**src/rtl/serial_rx_pkg.sv**
```systemverilog
package serial_rx_pkg;
  typedef enum logic [2:0] {
    ST_IDLE, ST_START, ST_DATA, ST_PARITY, ST_STOP, ST_WAITHIGH
  } rxState_t;

  typedef struct packed {
    logic shiftData;
    logic takeParity;
    logic frameDone;
    logic stopBad;
  } rxStrobe_t;
endpackage

```
**src/rtl/serial_rx_ctrl.sv**
```systemverilog
module serial_rx_ctrl
  import serial_rx_pkg::*;
#(
  parameter int DATA_BITS  = 8,
  parameter int OVERSAMPLE = 16
) (
  input  logic      clk,
  input  logic      rstN,
  input  logic      tick,
  input  logic      rxSync,
  output rxStrobe_t strobe
);
  localparam int CW = $clog2(OVERSAMPLE);
  localparam int BW = $clog2(DATA_BITS + 1);
  localparam logic [CW-1:0] LAST_TICK = CW'(OVERSAMPLE - 1);
  localparam logic [CW-1:0] MID_TICK  = CW'(OVERSAMPLE / 2 - 1);
  localparam logic [BW-1:0] LAST_BIT  = BW'(DATA_BITS - 1);

  rxState_t      state;
  logic [CW-1:0] tickCnt;
  logic [BW-1:0] bitIdx;
  logic          atBitEnd;

  assign atBitEnd = tick && (tickCnt == LAST_TICK);

  always_comb begin
    strobe = '0;
    case (state)
      ST_DATA:   strobe.shiftData  = atBitEnd;
      ST_PARITY: strobe.takeParity = atBitEnd;
      ST_STOP: begin
        strobe.frameDone = atBitEnd;
        strobe.stopBad   = atBitEnd && !rxSync;
      end
      default: strobe = '0;
    endcase
  end

  always_ff @(posedge clk or negedge rstN) begin
    if (!rstN) begin
      state   <= ST_IDLE;
      tickCnt <= '0;
      bitIdx  <= '0;
    end else begin
      case (state)
        ST_IDLE: begin
          if (tick && !rxSync) begin
            state   <= ST_START;
            tickCnt <= '0;
          end
        end
        ST_START: begin
          if (tick) begin
            if (tickCnt == MID_TICK) begin
              tickCnt <= '0;
              bitIdx  <= '0;
              state   <= rxSync ? ST_IDLE : ST_DATA;
            end else begin
              tickCnt <= tickCnt + 1'b1;
            end
          end
        end
        ST_DATA: begin
          if (atBitEnd) begin
            tickCnt <= '0;
            bitIdx  <= bitIdx + 1'b1;
            if (bitIdx == LAST_BIT) state <= ST_PARITY;
          end else if (tick) begin
            tickCnt <= tickCnt + 1'b1;
          end
        end
        ST_PARITY: begin
          if (atBitEnd) begin
            tickCnt <= '0;
            state   <= ST_STOP;
          end else if (tick) begin
            tickCnt <= tickCnt + 1'b1;
          end
        end
        ST_STOP: begin
          if (atBitEnd) begin
            tickCnt <= '0;
            state   <= rxSync ? ST_IDLE : ST_WAITHIGH;
          end else if (tick) begin
            tickCnt <= tickCnt + 1'b1;
          end
        end
        ST_WAITHIGH: begin
          if (rxSync) state <= ST_IDLE;
        end
        default: state <= ST_IDLE;
      endcase
    end
  end


  strobe_exclusive_chk: assert property (@(posedge clk) disable iff (!rstN)
    $onehot0({strobe.shiftData, strobe.takeParity, strobe.frameDone}));


  wait_high_hold_chk: assert property (@(posedge clk) disable iff (!rstN)
    (state == ST_WAITHIGH && !rxSync) |=> (state == ST_WAITHIGH));
endmodule

```
**src/rtl/serial_rx_datapath.sv**
```systemverilog
module serial_rx_datapath
  import serial_rx_pkg::*;
#(
  parameter int DATA_BITS  = 8,
  parameter bit ODD_PARITY = 1'b0
) (
  input  logic                 clk,
  input  logic                 rstN,
  input  logic                 rxLine,
  input  rxStrobe_t            strobe,
  input  logic                 hostRead,
  input  logic                 clrOverrun,
  input  logic                 clrParity,
  input  logic                 clrFraming,
  output logic                 rxSync,
  output logic [DATA_BITS-1:0] rxData,
  output logic                 rxFull,
  output logic                 overrunErr,
  output logic                 parityErr,
  output logic                 framingErr
);
  logic                 syncMeta;
  logic [DATA_BITS-1:0] shiftReg;
  logic                 parityBit;
  logic                 parityBad;
  logic                 fullHeld;

  assign parityBad = ((^shiftReg) ^ parityBit) != ODD_PARITY;
  assign fullHeld  = rxFull && !hostRead;

  always_ff @(posedge clk or negedge rstN) begin
    if (!rstN) begin
      syncMeta <= 1'b1;
      rxSync   <= 1'b1;
    end else begin
      syncMeta <= rxLine;
      rxSync   <= syncMeta;
    end
  end

  always_ff @(posedge clk or negedge rstN) begin
    if (!rstN) begin
      shiftReg  <= '0;
      parityBit <= 1'b0;
    end else begin
      if (strobe.shiftData)  shiftReg  <= {rxSync, shiftReg[DATA_BITS-1:1]};
      if (strobe.takeParity) parityBit <= rxSync;
    end
  end

  always_ff @(posedge clk or negedge rstN) begin
    if (!rstN) begin
      rxData     <= '0;
      rxFull     <= 1'b0;
      overrunErr <= 1'b0;
      parityErr  <= 1'b0;
      framingErr <= 1'b0;
    end else begin
      if (hostRead)   rxFull     <= 1'b0;
      if (clrOverrun) overrunErr <= 1'b0;
      if (clrParity)  parityErr  <= 1'b0;
      if (clrFraming) framingErr <= 1'b0;
      if (strobe.frameDone) begin
        if (fullHeld) begin
          overrunErr <= 1'b1;
        end else begin
          rxData <= shiftReg;
          if (parityBad)      parityErr  <= 1'b1;
          if (strobe.stopBad) framingErr <= 1'b1;
          if (!parityBad && !strobe.stopBad) rxFull <= 1'b1;
        end
      end
    end
  end


  overrun_keep_chk: assert property (@(posedge clk) disable iff (!rstN)
    (strobe.frameDone && rxFull && !hostRead)
      |=> (overrunErr && rxFull && $stable(rxData)));


  parity_deliver_chk: assert property (@(posedge clk) disable iff (!rstN)
    (strobe.frameDone && !rxFull && parityBad)
      |=> (parityErr && rxData == $past(shiftReg)));


  framing_sticky_chk: assert property (@(posedge clk) disable iff (!rstN)
    (framingErr && !clrFraming) |=> framingErr);
endmodule

```
**src/rtl/serial_rx_top.sv**
```systemverilog
module serial_rx_top
  import serial_rx_pkg::*;
#(
  parameter int DATA_BITS  = 8,
  parameter int OVERSAMPLE = 16,
  parameter bit ODD_PARITY = 1'b0
) (
  input  logic                 clk,
  input  logic                 rstN,
  input  logic                 sampleTick,
  input  logic                 rxLine,
  input  logic                 irqEn,
  input  logic                 hostRead,
  input  logic                 clrOverrun,
  input  logic                 clrParity,
  input  logic                 clrFraming,
  output logic [DATA_BITS-1:0] rxData,
  output logic                 rxFull,
  output logic                 overrunErr,
  output logic                 parityErr,
  output logic                 framingErr,
  output logic                 rxIrq,
  output logic                 errIrq
);
  rxStrobe_t strobe;
  logic      rxSync;

  serial_rx_ctrl #(
    .DATA_BITS(DATA_BITS), .OVERSAMPLE(OVERSAMPLE)
  ) u_ctrl (
    .clk(clk), .rstN(rstN), .tick(sampleTick), .rxSync(rxSync), .strobe(strobe)
  );

  serial_rx_datapath #(
    .DATA_BITS(DATA_BITS), .ODD_PARITY(ODD_PARITY)
  ) u_dp (
    .clk(clk), .rstN(rstN), .rxLine(rxLine), .strobe(strobe),
    .hostRead(hostRead), .clrOverrun(clrOverrun), .clrParity(clrParity),
    .clrFraming(clrFraming), .rxSync(rxSync), .rxData(rxData), .rxFull(rxFull),
    .overrunErr(overrunErr), .parityErr(parityErr), .framingErr(framingErr)
  );

  assign rxIrq  = rxFull && irqEn;
  assign errIrq = (overrunErr || parityErr || framingErr) && irqEn;
endmodule

```
**config.mk**
```make
export PLATFORM = sky130hd
export DESIGN_NAME = serial_rx_top
export DESIGN_NICKNAME = d
export VERILOG_FILES = /design/src/rtl/serial_rx_pkg.sv /design/src/rtl/serial_rx_ctrl.sv /design/src/rtl/serial_rx_datapath.sv /design/src/rtl/serial_rx_top.sv
export SDC_FILE = /design/constraint.sdc
export NUM_CORES = 1
export LEC_CHECK = 0
export CORE_MARGIN = 8
export CORE_UTILIZATION = 55
export CTS_BUF_LIST = sky130_fd_sc_hd__clkbuf_4
export DETAILED_ROUTE_END_ITERATION = 12
export PLACE_DENSITY_LB_ADDON = 0.3
export SLEW_MARGIN = 10
export SYNTH_ARGS = -nofsm -noshare
export SYNTH_HDL_FRONTEND = slang
export SYNTH_HIERARCHICAL = 1
export SYNTH_SLANG_ARGS = --single-unit
```
**constraint.sdc**
```tcl
create_clock -name clk -period 2.3 [get_ports clk]
set_input_delay 0.69 -clock clk [delete_from_list [all_inputs] [get_ports clk]]
set_output_delay 0.69 -clock clk [all_outputs]
set_load 0.01 [all_outputs]
```
Word level (Yosys, flattened, before mapping)

Cells that the tools add are included.
W data, S select, Z words.

Add/sub/neg operators: 2
Eq/ne operators: 17
Multiplexer cells: 39
Bitwise operators: 2
Reduce and logical (&&, ||, !) cells: 22

Operators with widths:

| cell                  | count |
|---|---|
| $mux W4               | 8 |
| $mux W3               | 9 |
| $pmux W3 S6           | 1 |
| $mux W1               | 17 |
| $ne A2 B1 Y1 const B  | 7 |
| $pmux W4 S3           | 1 |
| $add A4 B1 Y4 const B | 2 |
| $eq A4 B3 Y1 const B  | 2 |
| $pmux W4 S2           | 1 |
| $reduce_and A4 Y1     | 2 |
| $reduce_and A8 Y1     | 1 |
| $reduce_xor A8 Y1     | 1 |
| $logic_and A1 B1 Y1   | 7 |
| $eq A3 B2 Y1 const B  | 2 |
| $eq A3 B3 Y1 const B  | 2 |
| $eq A4 B4 Y1 const B  | 1 |
| $logic_not A1 Y1      | 4 |
| $mux W2               | 2 |
| $eq A3 B1 Y1 const B  | 1 |
| $logic_not A3 Y1      | 1 |
| $ne A3 B1 Y1 const B  | 1 |
| $reduce_bool A3 Y1    | 1 |
| $reduce_or A3 Y1      | 1 |
| $logic_or A1 B1 Y1    | 2 |
| 5 further kinds       | 5 |

Register bits: 34
Word-level logic and storage cells: 94

Depth between registers and ports, before layout

Gate-level depths: netlist of run 1.

Depth after elaboration: 9
Gate-level depth with buffers: 6
Mapped depth without buffers: 5

By module

The synthesis of run 1 kept the hierarchy.

By module, submodules not included:

| module             | times used | cells each | area each (µm²) | seq. area each (µm²) |
|---|---|---|---|---|
| serial_rx_datapath | 1          | 59         | 927.1           | 578.1 |
| serial_rx_ctrl     | 1          | 90         | 778.2           | 275.3 |
| serial_rx_top      | 1          | 2          | 15.0            | 0.0 |

Worst setup path before layout of run 1

OpenSTA, ideal clock, no wires.

Path kind: input to register
Start point: input sampleTick
End point: register u_dp.rxData[0]
Setup time: 0.125 ns
Arrival time: 1.951 ns
Required time: 2.175 ns
Path slack: 0.225 ns
Cell stages on the path: 5
Buffers on the path: 1
Cell sequence: buf_2 nand4_1 nor3_1 nand2_1 mux2_2

RTL lines:

| item                 | line                     | RTL |
|---|---|---|
| start, declared      | serial_rx_top.sv:10      | `input logic sampleTick,` |
| end signal, assigned | serial_rx_datapath.sv:67 | `rxData <= shiftReg;` |
| end, declared        | serial_rx_datapath.sv:16 | `output logic [DATA_BITS-1:0] rxData,` |

Worst setup path in the final report of run 1

Start point: input irqEn
End point: output rxIrq

Longest elaborated chain between the ends: 1

Ends and longest elaborated chain:

| item                | line                | RTL |
|---|---|---|
| start, declared     | serial_rx_top.sv:12 | `input logic irqEn,` |
| $logic_and A1 B1 Y1 | serial_rx_top.sv:43 | `assign rxIrq = rxFull && irqEn;` |
| end, declared       | serial_rx_top.sv:22 | `output logic rxIrq,` |

Every way passes these cells.

==> results.py, run 1 <==
metrics = {
    "clock_tree": {
        "cts_tree": "built",
        "clkSlewWorstSetupHoldPaths_ns": 0.10,
        "hold_buffers": 0,
        "clock_latency_ns": 0.34,
        "cts_inserted_buffers": 5,
        "cts_buffer_depth": 2,
        "h-tree-depth": 2,
        "cts-root-buf": "clkbuf_4",
        "cts_sinks": 34,
    },
    "routing": {
        "drc": 0,
        "via_count": 1270,
        "ant_nets": 0,
        "highest_layer": "met4",
        "wirelength_mm": 3.58,
        "drt_first_pass_iters": 4,
        "vias_per_cell": 5.88,
        "wl_met2_mm": 1.80,
        "wl_met1_mm": 1.55,
        "initialDrtViolationCount": 75,
        "wl_met3_um": 181,
        "routedWlPerCell_um": 16.6,
    },
    "floorplanning": {
        "io_pins": 23,
        "rows": 20,
        "die_y_um": 71.9,
        "die-area_um2": 5170,
        "fp.coreArea_um2": 3000,
        "die_w_um": 71.9,
        "initial_core_util_pct": 57.3,
    },
    "logic_synthesis": {
        "ys_ff_latch": 34,
        "synthCells": 151,
        "yosysUniqueCellTypes": 44,
        "avgSynthCellArea_um2": 11.4,
        "ys_async_sr_fraction_pct": 100,
        "syn_nets": 162,
        "synthFlopType": "dfrtp_1",
        "yosysWarnings": 6,
        "synth-seq-area-share_pct": 49.6,
        "synth.cell_area_um2": 1720,
        "synth_edf_count": 0,
    },
    "worst_setup_path": {
        "start_kind": "input port",
        "critPathMaxFanout": 2,
        "end_kind": "output pin",
        "arrival_ns": 1.54,
        "crit_type": "input port to output pin",
        "cp_data_required_time_ns": 1.61,
    },
    "layout": {
        "syn_to_final_growth_pct": 21.7,
        "final_common_cell": "dfrtp_1",
        "drive_gt1_share_pct": 22.4,
        "final_cell_mix": "dfrtp_1 (32), clkdlybuf4s50_1 (20), mux2_2 (17)",
        "diodes": 0,
        "num-nets-final": 193,
    },
    "power_and_ir_drop": {
        "leakage_nw": 0.972,
        "peakVddDrop_uv": 464,
        "power_density_nw_per_um2": 769,
    },
    "grt": {
        "antenna_found_initial": 0,
        "grtUsageTotal_pct": 15.1,
        "grt_pass1_vias": 1305,
        "grt_pass1_wl_mm": 6.15,
        "grt_overflow_total": 0,
        "grt_max_degree": 35,
    },
    "timing": {
        "tightest_slew_ns": 0.477,
        "finalCritPeriodShare_pct": 96.8,
        "hold_ws_ns": 0.371,
        "grt_setup_unrepaired": "false",
        "setup_viol": 0,
        "fin_crit_ns": 2.23,
        "final.setup.tns_ns": 0,
        "relSlewSlack_pct": 68.2,
        "hold_viol": 0,
        "max_freq_ghz": 0.449,
        "fin_ws_ns": 0.0727,
        "drv_slew": 0,
        "clock_skew_ns": 0.00824,
    },
    "place": {
        "hpwl_mm": 2.62,
        "dp_slack_ns": -0.257,
        "numPortBuffers": 22,
        "routabilityCongestion": 0.869,
    },
    "min_path": {
        "min_path_type": "flop to flop",
    },
    "outcome": {
        "status": "completed",
    },
    "run": {
        "drv_cap": 0,
    },
}
==> power breakdown <==
group          total, mW  internal, mW  switching (mW)
sequential         0.812         0.663           0.149
clock              0.437         0.238           0.199
combinational      0.361         0.185           0.177
==> worst max-delay path, stage by stage <==
cell	delay, ns
clkdlybuf4s50_1	0.47
and2_1	0.11
dlygate4sd2_1	0.26
==> layer usage <==
metal  global-route usage (%)  up-vias
li1                         -      614
met1                     17.7      623
met2                     24.7       28
met3                     5.65        5
met4                     5.44        0
met5                        0        -
==> kinds of logic after synthesis <==
logic type      Yosys count  synth area share [%]
buf+inv                  15                  3.64
simple gates             43                  14.0
xor+xnor                 11                  7.49
compound gates           28                  12.1
flops                    34                  49.6
fa+ha+maj                 2                  1.45
mux                      18                  11.8
==> synth_stat cells, types with 3 or more instances <==
| cell | n | area share, % |
|---|---|---|
| dfrtp_1 | 32 | 47 |
| buf_2 | 5 | 1.5 |
| nand2_1 | 14 | 3.1 |
| nand3_1 | 5 | 1.5 |
| o21ai_0 | 3 | 0.87 |
| a31oi_1 | 4 | 1.5 |
| mux2_2 | 17 | 11 |
| inv_1 | 7 | 1.5 |
| xnor2_1 | 7 | 3.6 |
| a311oi_1 | 3 | 1.5 |
| a22o_1 | 4 | 2.0 |
| nor2_1 | 4 | 0.87 |
| clkbuf_1 | 3 | 0.65 |
| and3_1 | 3 | 1.1 |
| nand4_1 | 3 | 1.1 |
==> path summary, 6_finish.rpt <==
check | startpoint | to | slack, ns | cells after the start
worst min register to register | u_dp/syncMeta | u_dp/rxSync | 0.37 | 0
worst max-delay path | irqEn | rxIrq | 0.07 | 3
max in group asynchronous | rstN | u_dp/syncMeta | 1.22 | 2
worst max register to register | u_ctrl/tickCnt[0] | u_dp/rxData[3] | 0.38 | 6
worst min-delay path | u_dp/syncMeta | u_dp/rxSync | 0.37 | 0
min in group asynchronous | rstN | u_ctrl/tickCnt[1] | 0.75 | 2
==> registers in the layout, indices dropped and copies added, names as in the netlist <==
name,cells
u_ctrl/bitIdx,4
u_ctrl/state,3
u_ctrl/tickCnt,4
u_dp/framingErr,1
u_dp/overrunErr,1
u_dp/parityBit,1
u_dp/parityErr,1
u_dp/rxData,8
u_dp/rxFull,1
u_dp/rxSync,1
u_dp/shiftReg,8
u_dp/syncMeta,1
==> stage by stage <==
stage	instances	total power [mW]	instance area, um^2	util (%)
finish	216	1.61	2090	69.7
global route	216	1.71	2090	69.7
CTS	216	1.62	2100	69.8
detailed placement	208	1.18	2020	67.3
global placement	208	1.15	2020	67.3
floorplan	151	1.08	1720	-
==> area by class of cell <==
class	count	area, um^2
clock buffer	6	45.0
clock inverter	2	33.8
fill	230	910
inverter	7	26.3
multi-input combinational	102	805
sequential	34	853
tap	33	41.3
timing repair buffer	32	289
==> timing repair <==
action | 4_1_cts | 5_1_grt
setup endpoints to repair | 2 | 1
setup buffers | 0 | 0
gates resized for setup | 2 | 2
Note: power is estimated with default switching activity, not from simulation.
==> run 2: changes to the inputs <==
==> constraint.sdc (replaced) <==
create_clock -name clk -period 2.3 [get_ports clk]
set_input_delay 0.69 -clock clk [delete_from_list [all_inputs] [get_ports clk]]
set_output_delay 0.69 -clock clk [all_outputs]
set_load 0.005 [all_outputs]
==> run 2 against run 1 <==
Total power is 1.0% lower. Clock power is 4% lower. Largest power group unchanged. Highest routed layer unchanged. Largest cell class unchanged. Non-clock buffer count stayed put.
==> results.py, run 2 (same netlist as run 1, synthesis figures left out) <==
metrics = {
    "worst_setup_path": {
        "cp_data_required_time_ns": 1.61,
        "critPathMaxFanout": 2,
        "start_kind": "input port",
        "end_kind": "output pin",
        "crit_type": "input port to output pin",
        "arrival_ns": 1.54,
    },
    "place": {
        "dp_slack_ns": -0.203,
        "place_area_um2": 2020,
        "routabilityCongestion": 0.869,
        "numPortBuffers": 22,
        "hpwl_mm": 2.53,
    },
    "routing": {
        "drc": 0,
        "initialDrtViolationCount": 93,
        "via_count": 1306,
        "vias_per_cell": 6.07,
        "wirelength_mm": 3.63,
        "ant_nets": 0,
        "drt_first_pass_iters": 4,
        "routedWlPerCell_um": 16.9,
    },
    "power_and_ir_drop": {
        "total_power_mw": 1.59,
        "leakage_nw": 0.971,
        "peakVddDrop_uv": 534,
        "power_density_nw_per_um2": 763,
    },
    "floorplanning": {
        "initial_core_util_pct": 57.3,
        "fp.coreArea_um2": 3000,
        "io_pins": 23,
        "die_y_um": 71.9,
        "rows": 20,
        "die-area_um2": 5170,
        "die_w_um": 71.9,
    },
    "timing": {
        "hold_viol": 0,
        "fin_crit_ns": 2.23,
        "max_freq_ghz": 0.448,
        "clock_skew_ns": 0.00752,
        "fin_ws_ns": 0.0678,
        "tightest_slew_ns": 0.501,
        "hold_ws_ns": 0.373,
        "setup_viol": 0,
        "drv_slew": 0,
        "relSlewSlack_pct": 66.6,
        "finalCritPeriodShare_pct": 97.1,
        "grt_setup_unrepaired": "false",
    },
    "min_path": {
        "min_path_type": "flop to flop",
    },
    "layout": {
        "largestRegisters": "u_dp/rxData (8), u_dp/shiftReg (8)",
        "multi_input_area_um2": 805,
        "final_common_cell": "dfrtp_1",
        "final_cell_mix": "dfrtp_1 (32), clkdlybuf4s50_1 (20), mux2_2 (17)",
        "final_area_um2": 2090,
        "num-nets-final": 193,
        "seq_area_um2": 853,
        "diodes": 0,
        "syn_to_final_growth_pct": 21.5,
        "nFillCells": 237,
        "drive_gt1_share_pct": 21.4,
    },
    "clock_tree": {
        "cts_sinks": 34,
        "cts-root-buf": "clkbuf_4",
        "cts_tree": "built",
        "post-cts-setup-buffers": 0,
        "clkSlewWorstSetupHoldPaths_ns": 0.10,
        "hold_buffers": 0,
        "cts_inserted_buffers": 5,
        "clock_latency_ns": 0.34,
        "h-tree-depth": 2,
        "cts_buffer_depth": 2,
        "cts_resized": 2,
    },
    "grt": {
        "antenna_found_initial": 0,
        "grt_max_degree": 35,
        "grtUsageTotal_pct": 14.9,
        "grt_overflow_total": 0,
        "grt_pass1_wl_mm": 6.10,
        "grt_pass1_vias": 1306,
    },
    "outcome": {
        "status": "completed",
    },
    "run": {
        "drv_cap": 0,
    },
}
==> run 2: worst paths after layout <==
check                           slack [ns]           endpoint  depth (start not counted)         startpoint
worst min-delay path                  0.37        u_dp/rxSync                          0      u_dp/syncMeta
min in group asynchronous             0.74  u_ctrl/tickCnt[1]                          2               rstN
worst max-delay path                  0.07             errIrq                          3              irqEn
worst max register to register        0.34     u_dp/rxData[0]                          6  u_ctrl/tickCnt[0]
max in group asynchronous             1.21      u_dp/syncMeta                          2               rstN
worst min register to register        0.37        u_dp/rxSync                          0      u_dp/syncMeta
==> run 2: layout make-up <==
type | instances | area share (%)
clock buffers | 5 | 1.80
clock inverters | 2 | 1.62
flip-flops and latches | 34 | 40.8
repair buffers | 32 | 14.0
multi-input cells | 102 | 38.5
inverters | 7 | 1.26
well taps | 33 | 1.98
==> run 2: routing by layer <==
| layer | vias to the layer above | wire (um) | track usage, % |
|---|---|---|---|
| met4 | 0 | 25 | 5.44 |
| met1 | 650 | 1620 | 17.6 |
| met5 | - | 0 | 0 |
| met3 | 4 | 221 | 5.79 |
| met2 | 38 | 1770 | 24.1 |
| li1 | 614 | - | - |
==> run 2: worst max-delay path, stage by stage <==
cell             delay (ns)
clkdlybuf4s50_1        0.49
o31a_1                 0.13
dlygate4sd2_1          0.23
==> run 2: report_power, final <==
group	total, mW	switching, mW	internal [mW]	leakage, nW
Sequential	0.814	0.151	0.663	0.457
Clock	0.420	0.200	0.220	0.0387
Combinational	0.361	0.177	0.184	0.475
Total	1.59	0.528	1.07	0.971
==> run 2: metrics by stage <==
stage	util, %	setup TNS, ns	std cells
3_5_place_dp	67.3	-0.928	208
3_3_place_gp	67.3	-0.415	208
6_report	69.6	0	215
4_1_cts	69.6	0	215
5_1_grt	69.6	0	215
2_1_floorplan	-	0	151
